[src/rtl/cwr_pkg.sv]
package cwr_pkg;
  typedef enum logic [1:0] {
    MODE_READ  = 2'b00,
    MODE_SET   = 2'b01,
    MODE_RESET = 2'b10,
    MODE_BOTH  = 2'b11
  } prog_mode_e;
endpackage

[src/rtl/cwr_fifo.sv]
module cwr_fifo #(
  parameter int W         = 8,
  parameter int DEPTH     = 4,
  parameter int INIT_N    = 0,
  parameter int INIT_BASE = 0
) (
  input  logic                           clk,
  input  logic                           rst_n,
  input  logic                           push,
  input  logic [W-1:0]                   push_data,
  input  logic                           pop,
  output logic [W-1:0]                   head,
  output logic [$clog2(DEPTH+1)-1:0]     count,
  output logic                           empty,
  output logic                           full
);
  localparam int PW = $clog2(DEPTH);
  localparam int CW = $clog2(DEPTH+1);

  logic [W-1:0]  slots [DEPTH];
  logic [PW-1:0] rd_ptr, wr_ptr;
  logic [CW-1:0] cnt_q;

  function automatic logic [PW-1:0] bump(input logic [PW-1:0] p);
    return (p == PW'(DEPTH-1)) ? '0 : p + 1'b1;
  endfunction

  assign head  = slots[rd_ptr];
  assign count = cnt_q;
  assign empty = (cnt_q == '0);
  assign full  = (cnt_q == CW'(DEPTH));

  always_ff @(posedge clk) begin
    if (!rst_n) begin
      for (int i = 0; i < DEPTH; i++)
        slots[i] <= (i < INIT_N) ? W'(INIT_BASE + i) : '0;
      rd_ptr <= '0;
      wr_ptr <= PW'(INIT_N % DEPTH);
      cnt_q  <= CW'(INIT_N);
    end else begin
      if (push) begin
        slots[wr_ptr] <= push_data;
        wr_ptr <= bump(wr_ptr);
      end
      if (pop) rd_ptr <= bump(rd_ptr);
      cnt_q <= cnt_q + CW'(push) - CW'(pop);
    end
  end

  assert_no_overflow_R11: assert property (@(posedge clk) disable iff (!rst_n)
    push |-> (!full || pop));
  assert_no_underflow_R11: assert property (@(posedge clk) disable iff (!rst_n)
    pop |-> !empty);
endmodule

[src/rtl/cwr_map.sv]
module cwr_map #(
  parameter int LA_W = 4,
  parameter int PA_W = 5,
  parameter int N    = 4
) (
  input  logic            clk,
  input  logic            rst_n,
  input  logic [LA_W-1:0] lk_addr,
  output logic            lk_hit,
  output logic [PA_W-1:0] lk_paddr,
  output logic            tbl_full,
  input  logic            upd_en,
  input  logic [PA_W-1:0] upd_paddr
);
  localparam int FW = $clog2(N+1);

  logic [N-1:0]    ent_valid;
  logic [LA_W-1:0] ent_la [N];
  logic [PA_W-1:0] ent_pa [N];
  logic [N-1:0]    hit_vec;
  logic [FW-1:0]   fill_q;

  for (genvar g = 0; g < N; g++) begin : g_cmp
    assign hit_vec[g] = ent_valid[g] && (ent_la[g] == lk_addr);
  end

  always_comb begin
    lk_paddr = '0;
    for (int i = 0; i < N; i++)
      if (hit_vec[i]) lk_paddr = lk_paddr | ent_pa[i];
  end

  assign lk_hit   = |hit_vec;
  assign tbl_full = (fill_q == FW'(N));

  always_ff @(posedge clk) begin
    if (!rst_n) begin
      ent_valid <= '0;
      fill_q    <= '0;
      for (int i = 0; i < N; i++) begin
        ent_la[i] <= '0;
        ent_pa[i] <= '0;
      end
    end else if (upd_en) begin
      if (lk_hit) begin
        for (int i = 0; i < N; i++)
          if (hit_vec[i]) ent_pa[i] <= upd_paddr;
      end else if (!tbl_full) begin
        for (int i = 0; i < N; i++)
          if (FW'(i) == fill_q) begin
            ent_valid[i] <= 1'b1;
            ent_la[i]    <= lk_addr;
            ent_pa[i]    <= upd_paddr;
          end
        fill_q <= fill_q + 1'b1;
      end
    end
  end

  assert_single_hit_R6: assert property (@(posedge clk) disable iff (!rst_n)
    $onehot0(hit_vec));
  assert_alloc_room_R6: assert property (@(posedge clk) disable iff (!rst_n)
    (upd_en && !lk_hit) |-> !tbl_full);
endmodule

[src/rtl/cwr_redirect.sv]
module cwr_redirect
  import cwr_pkg::*;
#(
  parameter int DATA_W    = 10,
  parameter int LA_W      = 4,
  parameter int NBANK     = 2,
  parameter int MAP_N     = 4,
  parameter int ZERO_INIT = 2,
  parameter int ONE_INIT  = 2
) (
  input  logic                 clk,
  input  logic                 rst_n,
  input  logic                 req_valid,
  output logic                 req_ready,
  input  logic                 req_write,
  input  logic [LA_W-1:0]      req_addr,
  input  logic [DATA_W-1:0]    req_data,
  input  logic [NBANK-1:0]     bank_idle,
  output logic                 mem_valid,
  output logic                 mem_write,
  output logic                 mem_init,
  output logic [1:0]           mem_mode,
  output logic [LA_W:0]        mem_addr,
  output logic [DATA_W-1:0]    mem_data
);
  localparam int PA_W   = LA_W + 1;
  localparam int SPARE  = ZERO_INIT + ONE_INIT;
  localparam int FIFO_D = (SPARE < 2) ? 2 : SPARE;
  localparam int CNT_W  = $clog2(FIFO_D+1);
  localparam int BANK_W = (NBANK < 2) ? 1 : $clog2(NBANK);
  localparam int SP_BASE = 1 << LA_W;

  function automatic int unsigned set_bits(input logic [DATA_W-1:0] d);
    int unsigned n = 0;
    for (int i = 0; i < DATA_W; i++) n += d[i];
    return n;
  endfunction

  function automatic logic prefers_ones(input logic [DATA_W-1:0] d);
    return (set_bits(d) * 10) >= (DATA_W * 6);
  endfunction

  function automatic logic [BANK_W-1:0] bank_of(input logic [PA_W-1:0] a);
    return a[BANK_W-1:0];
  endfunction

  // translation
  logic            map_hit, map_full;
  logic [PA_W-1:0] map_pa, cur_pa;

  // pools and queue
  logic            z_push, z_pop, z_empty, z_full;
  logic            o_push, o_pop, o_empty, o_full;
  logic [PA_W-1:0] z_head, o_head;
  logic [CNT_W-1:0] z_cnt, o_cnt, q_cnt;
  logic            q_push, q_pop, q_empty, q_full;
  logic [PA_W:0]   q_head, q_in;

  // named events
  logic            want_one, can_redirect, take_z, take_o, redirect;
  logic [PA_W-1:0] new_pa, tgt_pa;
  logic            accept, reinit_fire, pending_same;
  logic            h_ones;
  logic [PA_W-1:0] h_pa;

  cwr_map #(.LA_W(LA_W), .PA_W(PA_W), .N(MAP_N)) u_map (
    .clk(clk), .rst_n(rst_n), .lk_addr(req_addr), .lk_hit(map_hit),
    .lk_paddr(map_pa), .tbl_full(map_full),
    .upd_en(accept && redirect), .upd_paddr(new_pa));

  cwr_fifo #(.W(PA_W), .DEPTH(FIFO_D), .INIT_N(ZERO_INIT), .INIT_BASE(SP_BASE)) u_zpool (
    .clk(clk), .rst_n(rst_n), .push(z_push), .push_data(h_pa), .pop(z_pop),
    .head(z_head), .count(z_cnt), .empty(z_empty), .full(z_full));

  cwr_fifo #(.W(PA_W), .DEPTH(FIFO_D), .INIT_N(ONE_INIT), .INIT_BASE(SP_BASE + ZERO_INIT)) u_opool (
    .clk(clk), .rst_n(rst_n), .push(o_push), .push_data(h_pa), .pop(o_pop),
    .head(o_head), .count(o_cnt), .empty(o_empty), .full(o_full));

  cwr_fifo #(.W(PA_W+1), .DEPTH(FIFO_D), .INIT_N(0), .INIT_BASE(0)) u_reinitq (
    .clk(clk), .rst_n(rst_n), .push(q_push), .push_data(q_in), .pop(q_pop),
    .head(q_head), .count(q_cnt), .empty(q_empty), .full(q_full));

  assign cur_pa   = map_hit ? map_pa : {1'b0, req_addr};
  assign want_one = prefers_ones(req_data);

  assign can_redirect = req_write && (map_hit || !map_full) && !q_full;
  assign take_o = can_redirect && (want_one ? !o_empty : (z_empty && !o_empty));
  assign take_z = can_redirect && (want_one ? (o_empty && !z_empty) : !z_empty);
  assign redirect = take_o || take_z;
  assign new_pa   = take_o ? o_head : z_head;
  assign tgt_pa   = (req_write && redirect) ? new_pa : cur_pa;

  assign req_ready = bank_idle[bank_of(tgt_pa)];
  assign accept    = req_valid && req_ready;

  assign z_pop  = accept && take_z;
  assign o_pop  = accept && take_o;
  assign q_push = accept && redirect;
  assign q_in   = {(o_cnt < z_cnt), cur_pa};

  assign h_ones = q_head[PA_W];
  assign h_pa   = q_head[PA_W-1:0];
  assign pending_same = req_valid && (bank_of(tgt_pa) == bank_of(h_pa));
  assign reinit_fire  = !q_empty && !accept && bank_idle[bank_of(h_pa)] && !pending_same;
  assign q_pop  = reinit_fire;
  assign z_push = reinit_fire && !h_ones;
  assign o_push = reinit_fire && h_ones;

  always_ff @(posedge clk) begin
    if (!rst_n) begin
      mem_valid <= 1'b0;
      mem_write <= 1'b0;
      mem_init  <= 1'b0;
      mem_mode  <= MODE_READ;
      mem_addr  <= '0;
      mem_data  <= '0;
    end else begin
      mem_valid <= accept || reinit_fire;
      mem_write <= 1'b0;
      mem_init  <= 1'b0;
      if (accept) begin
        mem_write <= req_write;
        mem_addr  <= tgt_pa;
        mem_data  <= req_data;
        if (!req_write)  mem_mode <= MODE_READ;
        else if (take_z) mem_mode <= MODE_SET;
        else if (take_o) mem_mode <= MODE_RESET;
        else             mem_mode <= MODE_BOTH;
      end else if (reinit_fire) begin
        mem_write <= 1'b1;
        mem_init  <= 1'b1;
        mem_addr  <= h_pa;
        mem_data  <= {DATA_W{h_ones}};
        mem_mode  <= MODE_BOTH;
      end
    end
  end

  assert_accept_idle_R9: assert property (@(posedge clk) disable iff (!rst_n)
    accept |-> bank_idle[bank_of(tgt_pa)]);
  assert_reinit_idle_R8: assert property (@(posedge clk) disable iff (!rst_n)
    reinit_fire |-> (bank_idle[bank_of(h_pa)] && !accept));
  assert_one_cmd_R10: assert property (@(posedge clk) disable iff (!rst_n)
    !(z_pop && z_push) && !(o_pop && o_push));
  assert_one_pool_R4: assert property (@(posedge clk) disable iff (!rst_n)
    (accept && redirect) |-> $onehot({z_pop, o_pop}));
  assert_init_cmd_R3: assert property (@(posedge clk) disable iff (!rst_n)
    (mem_valid && mem_init) |-> (mem_mode == MODE_BOTH && mem_write &&
      ($countones(mem_data) == 0 || $countones(mem_data) == DATA_W)));
  assert_cmd_follows_R10: assert property (@(posedge clk) disable iff (!rst_n)
    (accept || reinit_fire) |=> mem_valid);
endmodule

[config.mk]
export PLATFORM = sky130hd
export DESIGN_NAME = cwr_redirect
export DESIGN_NICKNAME = d
export VERILOG_FILES = /design/src/rtl/cwr_pkg.sv /design/src/rtl/cwr_fifo.sv /design/src/rtl/cwr_map.sv /design/src/rtl/cwr_redirect.sv
export SDC_FILE = /design/constraint.sdc
export NUM_CORES = 1
export LEC_CHECK = 0
export BUFFER_PORTS_ARGS = -buffer_cell sky130_fd_sc_hd__buf_2
export CAP_MARGIN = 25
export CORE_AREA = 2 2 134 136
export DETAILED_ROUTE_END_ITERATION = 12
export DIE_AREA = 0 0 136 138
export GPL_TIMING_DRIVEN = 0
export SYNTH_ARGS = -nofsm -noshare
export SYNTH_HDL_FRONTEND = slang
export SYNTH_SLANG_ARGS = --single-unit
[constraint.sdc]
create_clock -name clk -period 17.4 [get_ports clk]
set_input_delay 0 -clock clk [delete_from_list [all_inputs] [get_ports clk]]
set_output_delay 0 -clock clk [all_outputs]
set_load 0.005 [all_outputs]
Word level (Yosys, flattened, before mapping)

Memory sizes are Yosys's and may differ from the RTL's. A register that Yosys moved wholly into a read port is not among the register bits.
Cells that the tools add are included.
Widths: inputs -> output; s select.

Eq/ne operators: 16
Multipliers: 1
$add $sub $neg: 22
Bitwise logic cells: 18
Muxes and demuxes: 111
Magnitude comparators: 4
Reduce and logical (&&, ||, !) cells: 47

Operator list:

| operator              | count |
|---|---|
| $mux 5                | 19 |
| $mux 1                | 66 |
| $mux 2                | 19 |
| $logic_and 1x1->1     | 21 |
| $mux 10               | 2 |
| $eq 4x4->1            | 4 |
| $mux 4                | 4 |
| $reduce_and 4->1      | 4 |
| $or 5x5->5            | 3 |
| $ge 14x6->1 const B   | 1 |
| $mul 10x3->13 const B | 1 |
| $add 2x1->2 const B   | 6 |
| $eq 2x2->1 const B    | 6 |
| $logic_not 3->1       | 4 |
| $or 1x1->1            | 12 |
| $add 9x1->10          | 1 |
| $reduce_or 5->1       | 2 |
| $add 3x1->3           | 3 |
| $add 8x1->9           | 1 |
| $sub 3x1->3           | 3 |
| $add 7x1->8           | 1 |
| $logic_not 1->1       | 8 |
| $add 6x1->7           | 1 |
| $add 5x1->6           | 1 |
| other kinds (19)      | 26 |

Input bits: 20
Memories: 5
Output and inout port bits: 21
Register bits after elaboration: 48
RAM bits: 100

Memories:

| memory          | words | width | rd ports | clocked after Yosys merged registers in | wr ports | line           | text |
|---|---|---|---|---|---|---|---|
| u_reinitq.slots | 4     | 6     | 1        | 1                                       | 4        | cwr_fifo.sv:20 | `logic [W-1:0] slots [DEPTH];` |
| u_map.ent_pa    | 4     | 5     | 4        | 0                                       | 4        | cwr_map.sv:19  | `logic [PA_W-1:0] ent_pa [N];` |
| u_opool.slots   | 4     | 5     | 1        | 1                                       | 4        | cwr_fifo.sv:20 |  |
| u_zpool.slots   | 4     | 5     | 1        | 1                                       | 4        | cwr_fifo.sv:20 |  |
| u_map.ent_la    | 4     | 4     | 4        | 0                                       | 4        | cwr_map.sv:18  | `logic [LA_W-1:0] ent_la [N];` |

Longest topological paths before layout

Word-level depth: 29
Depth in mapped cells: 30
Depth with buffers taken out: 29

By module

From an unflattened synthesis, not the netlist that was laid out.

Cells, all modules: 656
Area, all modules: 7991.4 µm²

By module, submodules not included:

| module                | instances | area an instance (µm²) | cells each | sequential area each (µm²) |
|---|---|---|---|---|
| cwr_map               | 1         | 2199.6                 | 189        | 1221.2 |
| cwr_redirect          | 1         | 1659.1                 | 176        | 400.4 |
| cwr_fifo at u_reinitq | 1         | 1493.9                 | 103        | 900.9 |
| cwr_fifo at u_opool   | 1         | 1323.8                 | 95         | 780.7 |
| cwr_fifo at u_zpool   | 1         | 1315.0                 | 93         | 780.7 |

Worst setup path after synthesis

OpenSTA, ideal clock, no wires.

Kind: input to register
Start point: input req_data[0]
End point: register u_zpool.cnt_q[2], in the netlist u_zpool.count[2]
Arrival time: 6439 ps
Library setup time: 128 ps
Path slack: 10833 ps
Data required time: 17272 ps
Stages on the path: 28
Cell sequence: fa_1 -> inv_1 -> fa_1 -> fa_1 -> inv_1 -> ha_1 -> fa_1 -> xor2_1 -> ha_1 -> ha_1 -> inv_1 -> fa_1 -> or4b_2 -> a21oi_1 -> nor4b_1 -> a211oi_1 -> a21oi_2 -> mux2_4 -> buf_2 -> nor2_1 -> ha_1 -> inv_1 -> ha_1 -> inv_1 -> fa_1 -> xnor2_1 -> xnor2_1 -> nor2_1

Cells in the longest elaborated chain, start to end: 26
Elaborated cells between the ends (all ways): 33

Ends and longest elaborated chain:

| what                                       | line                | text |
|---|---|---|
| start: declaration                         | cwr_redirect.sv:17  | `input logic [DATA_W-1:0] req_data,` |
| $add 1x1->2 (*)                            | cwr_redirect.sv:35  | `for (int i = 0; i < DATA_W; i++) n += d[i];` |
| $add 2x1->3 (*)                            | cwr_redirect.sv:35  |  |
| $add 3x1->4 (*)                            | cwr_redirect.sv:35  |  |
| $add 4x1->5 (*)                            | cwr_redirect.sv:35  |  |
| $add 5x1->6 (*)                            | cwr_redirect.sv:35  |  |
| $add 6x1->7 (*)                            | cwr_redirect.sv:35  |  |
| $add 7x1->8 (*)                            | cwr_redirect.sv:35  |  |
| $add 8x1->9 (*)                            | cwr_redirect.sv:35  |  |
| (+7 left out)                              | --                  |  |
| $mux 5                                     | cwr_redirect.sv:91  | `assign tgt_pa = (req_write && redirect) ? new_pa : cur_pa;` |
| $mux 1 (implied by the code) (2 in series) | cwr_redirect.sv:93  | `assign req_ready = bank_idle[bank_of(tgt_pa)];` |
| $logic_and 1x1->1                          | cwr_redirect.sv:94  | `assign accept = req_valid && req_ready;` |
| $logic_not 1->1                            | cwr_redirect.sv:104 | `assign reinit_fire = !q_empty && !accept && bank_idle[bank_of(h_pa)] && !pending_same;` |
| $logic_and 1x1->1 (3 in series)            | cwr_redirect.sv:104 |  |
| $logic_and 1x1->1                          | cwr_redirect.sv:106 | `assign z_push = reinit_fire && !h_ones;` |
| $add 3x1->3                                | cwr_fifo.sv:46      | `cnt_q <= cnt_q + CW'(push) - CW'(pop);` |
| $sub 3x1->3 (*)                            | cwr_fifo.sv:46      |  |
| end signal: assignment                     | cwr_fifo.sv:39      | `cnt_q <= CW'(INIT_N);` |
| end signal: assignment                     | cwr_fifo.sv:46      |  |
| end: declaration                           | cwr_fifo.sv:22      | `logic [CW-1:0] cnt_q;` |

Every way passes the cells marked *; elsewhere a longest branch is shown, timed or not. The select of a mux whose other input is x is not followed.
A chain may end at the register's enable or synchronous reset.

Final worst setup path

Start point: input req_data[0]
End point: register u_zpool.cnt_q[2], in the netlist u_zpool.count[2]

Cells in the longest elaborated chain, start to end: 26
Elaborated cells between the ends (all ways): 33

Ends and longest elaborated chain:

| what                            | line                | text |
|---|---|---|
| $add 1x1->2 (*)                 | cwr_redirect.sv:35  |  |
| $add 2x1->3 (*)                 | cwr_redirect.sv:35  |  |
| $add 3x1->4 (*)                 | cwr_redirect.sv:35  |  |
| $add 4x1->5 (*)                 | cwr_redirect.sv:35  |  |
| $add 5x1->6 (*)                 | cwr_redirect.sv:35  |  |
| $add 6x1->7 (*)                 | cwr_redirect.sv:35  |  |
| $add 7x1->8 (*)                 | cwr_redirect.sv:35  |  |
| $add 8x1->9 (*)                 | cwr_redirect.sv:35  |  |
| (+10 left out)                  | --                  |  |
| $logic_and 1x1->1               | cwr_redirect.sv:94  |  |
| $logic_not 1->1                 | cwr_redirect.sv:104 |  |
| $logic_and 1x1->1 (2 in series) | cwr_redirect.sv:104 |  |
| $logic_and 1x1->1 (*)           | cwr_redirect.sv:104 |  |
| named net q_pop                 | cwr_redirect.sv:56  | `logic q_push, q_pop, q_empty, q_full;` |
| $logic_and 1x1->1 (*)           | cwr_redirect.sv:106 |  |
| $add 3x1->3 (*)                 | cwr_fifo.sv:46      |  |
| $sub 3x1->3 (*)                 | cwr_fifo.sv:46      |  |

The timed path passes the listed nets; every way through them passes the cells marked *. The select of a mux whose other input is x is not followed.

==> flow_summary_export.csv <==
group,metric,value,unit
yosys,synth_top_area_share,39.3,%
sta,min_period,7.68,ns
sta,clock-skew-final,0.00982,ns
cts,cts_tree,"built",
layout,multi_input_area,3200,µm²
drt,viasPerCell,5.63,
sta,fin_crit_sh,44.1,%
grt,grt_max_degree,17,
floorplan,design.die.area,18800,µm²
layout,antenna_cells,0,
cts,cts_root_buf,"clkbuf_16",
drt,drt_iter0_markers,465,
critical_path,path_buf_inv,9,
yosys,synth-warning-count,0,
placement,dp.final_hpwl,14000,µm
sta,fin_tns_setup,0,ns
sta,max_freq,0.130,GHz
critical_path,reg2reg_slack,12.69,ns
layout,final_area,8810,µm²
cts,clkLatencyLatePin,0.43,ns
grt,grt_usage,21.4,%
critical_path,worstPathMaxFanout,10,
critical_path,cp_top_family,"adder cells",
yosys,yosysSeqAreaShare,53.5,%
layout,fill_cells,1600,
yosys,synth_seq_cells,154,
placement,placed_area,8110,µm²
cts,htree_levels,4,
drt,antenna_left,0,
cts,clk_pin_slew,0.06,ns
sta,slew_headroom,31.6,%
placement,place_ws,9.78,ns
pwr,p_per_area,129,nW/µm²
sta,setup_viol,0,
yosys,avgSynthCellArea,11.3,µm²
placement,place_inst,941,
floorplan,die-height,138,µm
hold_path,hp-class,"input port to flip-flop",
grt,antenna_found_initial,0,
critical_path,cpMaxStageDelayCell,"or4b_2",
yosys,synth_edf_count,100,
critical_path,r2r_end,"u_zpool.count[2]",
hold_path,hp-start,"req_valid",
grt,grt_overflow,0,
critical_path,critPathArrivalTime,7.97,ns
hold_path,hold_path_end,"mem_addr[0]",
critical_path,cp-startpoint,"req_data[0]",
hold_path,hold_depth,4,
cts,cts_setup_buffers,0,
floorplan,die_x,136,µm
critical_path,r2r_cells,19,
cts,clock_path_buffers,2,
grt,grt_util_met1,27.9,%
drt,routed_wirelength,19000,µm
floorplan,core,17500,µm²
layout,drive_gt1_share,16.7,%
critical_path,slowest_delay,0.67,ns
cts,cts.sinks,154,
pwr,ir_worst_vdd,82.6,µV
critical_path,critical_path_class,"input port to flip-flop",
grt,grtUsageMet2,36.3,%
status,outcome,"finished clean",
yosys,syn_inst,674,
yosys,yosysTopAreaCell,"edfxtp_1",
critical_path,critPathLaunchType,"input port",
drt,vias,5570,
sta,setup_slack,9.72,ns
pwr,fin_total_pwr,1.14,mW
yosys,synth_fp_nets,729,
grt,top_usage_layer,"met2",
drt,drc,0,
sta,rsz0062_at_grt,"no",
layout,syn2layout_area_growth,15.4,%
yosys,synthArstFlopShare,0,%
floorplan,fp-row-count,49,
placement,gp_congestion,0.807,
yosys,synthDistinctLibCells,68,
grt,grt_pass1_wl,30500,µm
yosys,synthFlopType,"edfxtp_1",
floorplan,io-pin-count,41,
cts,holdBufCountCts,15,
drt,drt_first_pass_iters,5,
grt,grt_util_met3,3.56,%
yosys,synth_top_cells_by_area,"edfxtp_1 39%, dfxtp_1 14%, ha_1 4.1%, mux4_2 3.2%, nor2_1 3.0%",
drt,wire_per_inst,19.2,µm
cts,numCtsBuffers,17,
layout,final_cells,989,
placement,port_buffers,35,
critical_path,crit_path_end_kind,"flip-flop",
sta,drv_slew,0,
sta,tightest_slew,1.03,ns
yosys,syn_area,7630,µm²
pwr,leakage,3.29,nW
floorplan,initial_utilization,43.5,%
critical_path,required,17.70,ns
layout,final_nets,802,
run,max_cap_viol_count,0,
sta,finalHoldViolations,0,
grt,grt_pass1_vias,5612,
cts,post_cts_resized,0,
critical_path,crit_top_cell,"fa_1",
layout,seq_area,4080,µm²
[stage by stage]
stage / util, % / hold slack, ns
finish: 50.2 / 0.181
CTS: 50.2 / 0.177
global placement: 46.2 / 0.247
floorplan: - / 0.0850
detailed placement: 46.3 / 0.245
global route: 50.2 / 0.214
[cells in the final DEF (no fill, tap or decap), drive strengths merged, types with 11 or more instances in the layout]
master,n
nor2,63
o21ai,31
clkinv,11
buf,60
a21oi,26
xor2,12
dfxtp,54
nor3,47
dlygate4sd3,15
nand3,25
mux2i,18
nand2,43
nor4,16
inv,36
edfxtp,100
ha,25
mux4,11
clkbuf,38
[where the power goes]
part	internal [mW]	switching, mW	leakage, nW
clock	0.194	0.146	0.262
sequential	0.434	0.0260	1.45
combinational	0.128	0.209	1.58
[area by class of cell]
type                            count  area share (%)
Sequential cell                   154            46.4
Multi-Input combinational cell    442            36.3
Clock buffer                       18            4.87
Timing Repair Buffer               54            3.95
Tap cell                          229            3.25
Buffer                             41            2.40
Inverter                           37            1.59
Clock inverter                     14            1.24
[layer usage]
layer / wire length, µm / part of all wire [%]
met2: 9730 / 51
met1: 8050 / 42
met3: 950 / 5.0
met4: 281 / 1.5
met5: 0 / 0
[cell families after synthesis]
| kind of cell | count (synthesis) | synth area share (%) |
|---|---|---|
| AND/OR/NAND/NOR | 240 | 16.0 |
| flip-flops | 154 | 53.5 |
| AO/OA/AOI/OAI | 112 | 10.2 |
| buffers and inverters | 78 | 4.60 |
| multiplexers | 35 | 6.70 |
| adder cells (fa/ha/maj) | 35 | 6.72 |
| XOR/XNOR | 20 | 2.29 |
[worst max-delay path by stage]
| stage | end | slack, ns | cells after the start |
|---|---|---|---|
| 2_1_floorplan | u_zpool.count[2] | 10.83 | 28 |
| 3_3_place_gp | u_zpool.count[2] | 10.02 | 30 |
| 3_5_place_dp | u_zpool.count[2] | 9.78 | 30 |
| 4_1_cts | u_zpool.count[2] | 9.67 | 31 |
| 5_1_grt | u_zpool.count[2] | 9.18 | 31 |
| 6_report | u_zpool.count[2] | 9.72 | 31 |
[synthesized netlist by cell type, drive strengths merged, types with 19 or more instances]
library cell    n
buf            22
edfxtp        100
a21oi          26
nand3          25
ha             25
nor3           47
nand2          43
o21ai          31
dfxtp          54
nor2           63
inv            36
clkbuf         19
[tightest hold or removal path: cells and delay by family]
kind / cells / cell delay, ns
buffers and inverters: 1 / 0.13
AOI/OAI and AO/OA: 2 / 0.29
and+or+nand+nor: 1 / 0.14
[sequential cells by signal, indices dropped and copies added, names as in the netlist, 4 cells and up, named ones only]
signal / flops
mem_data: 10
mem_addr: 5
u_reinitq.slots: 24
u_opool.slots: 20
u_zpool.slots: 20
u_map.ent_valid: 4
u_map.ent_pa: 20
u_map.ent_la: 16
No activity file was read; power rests on OpenSTA's default activity.
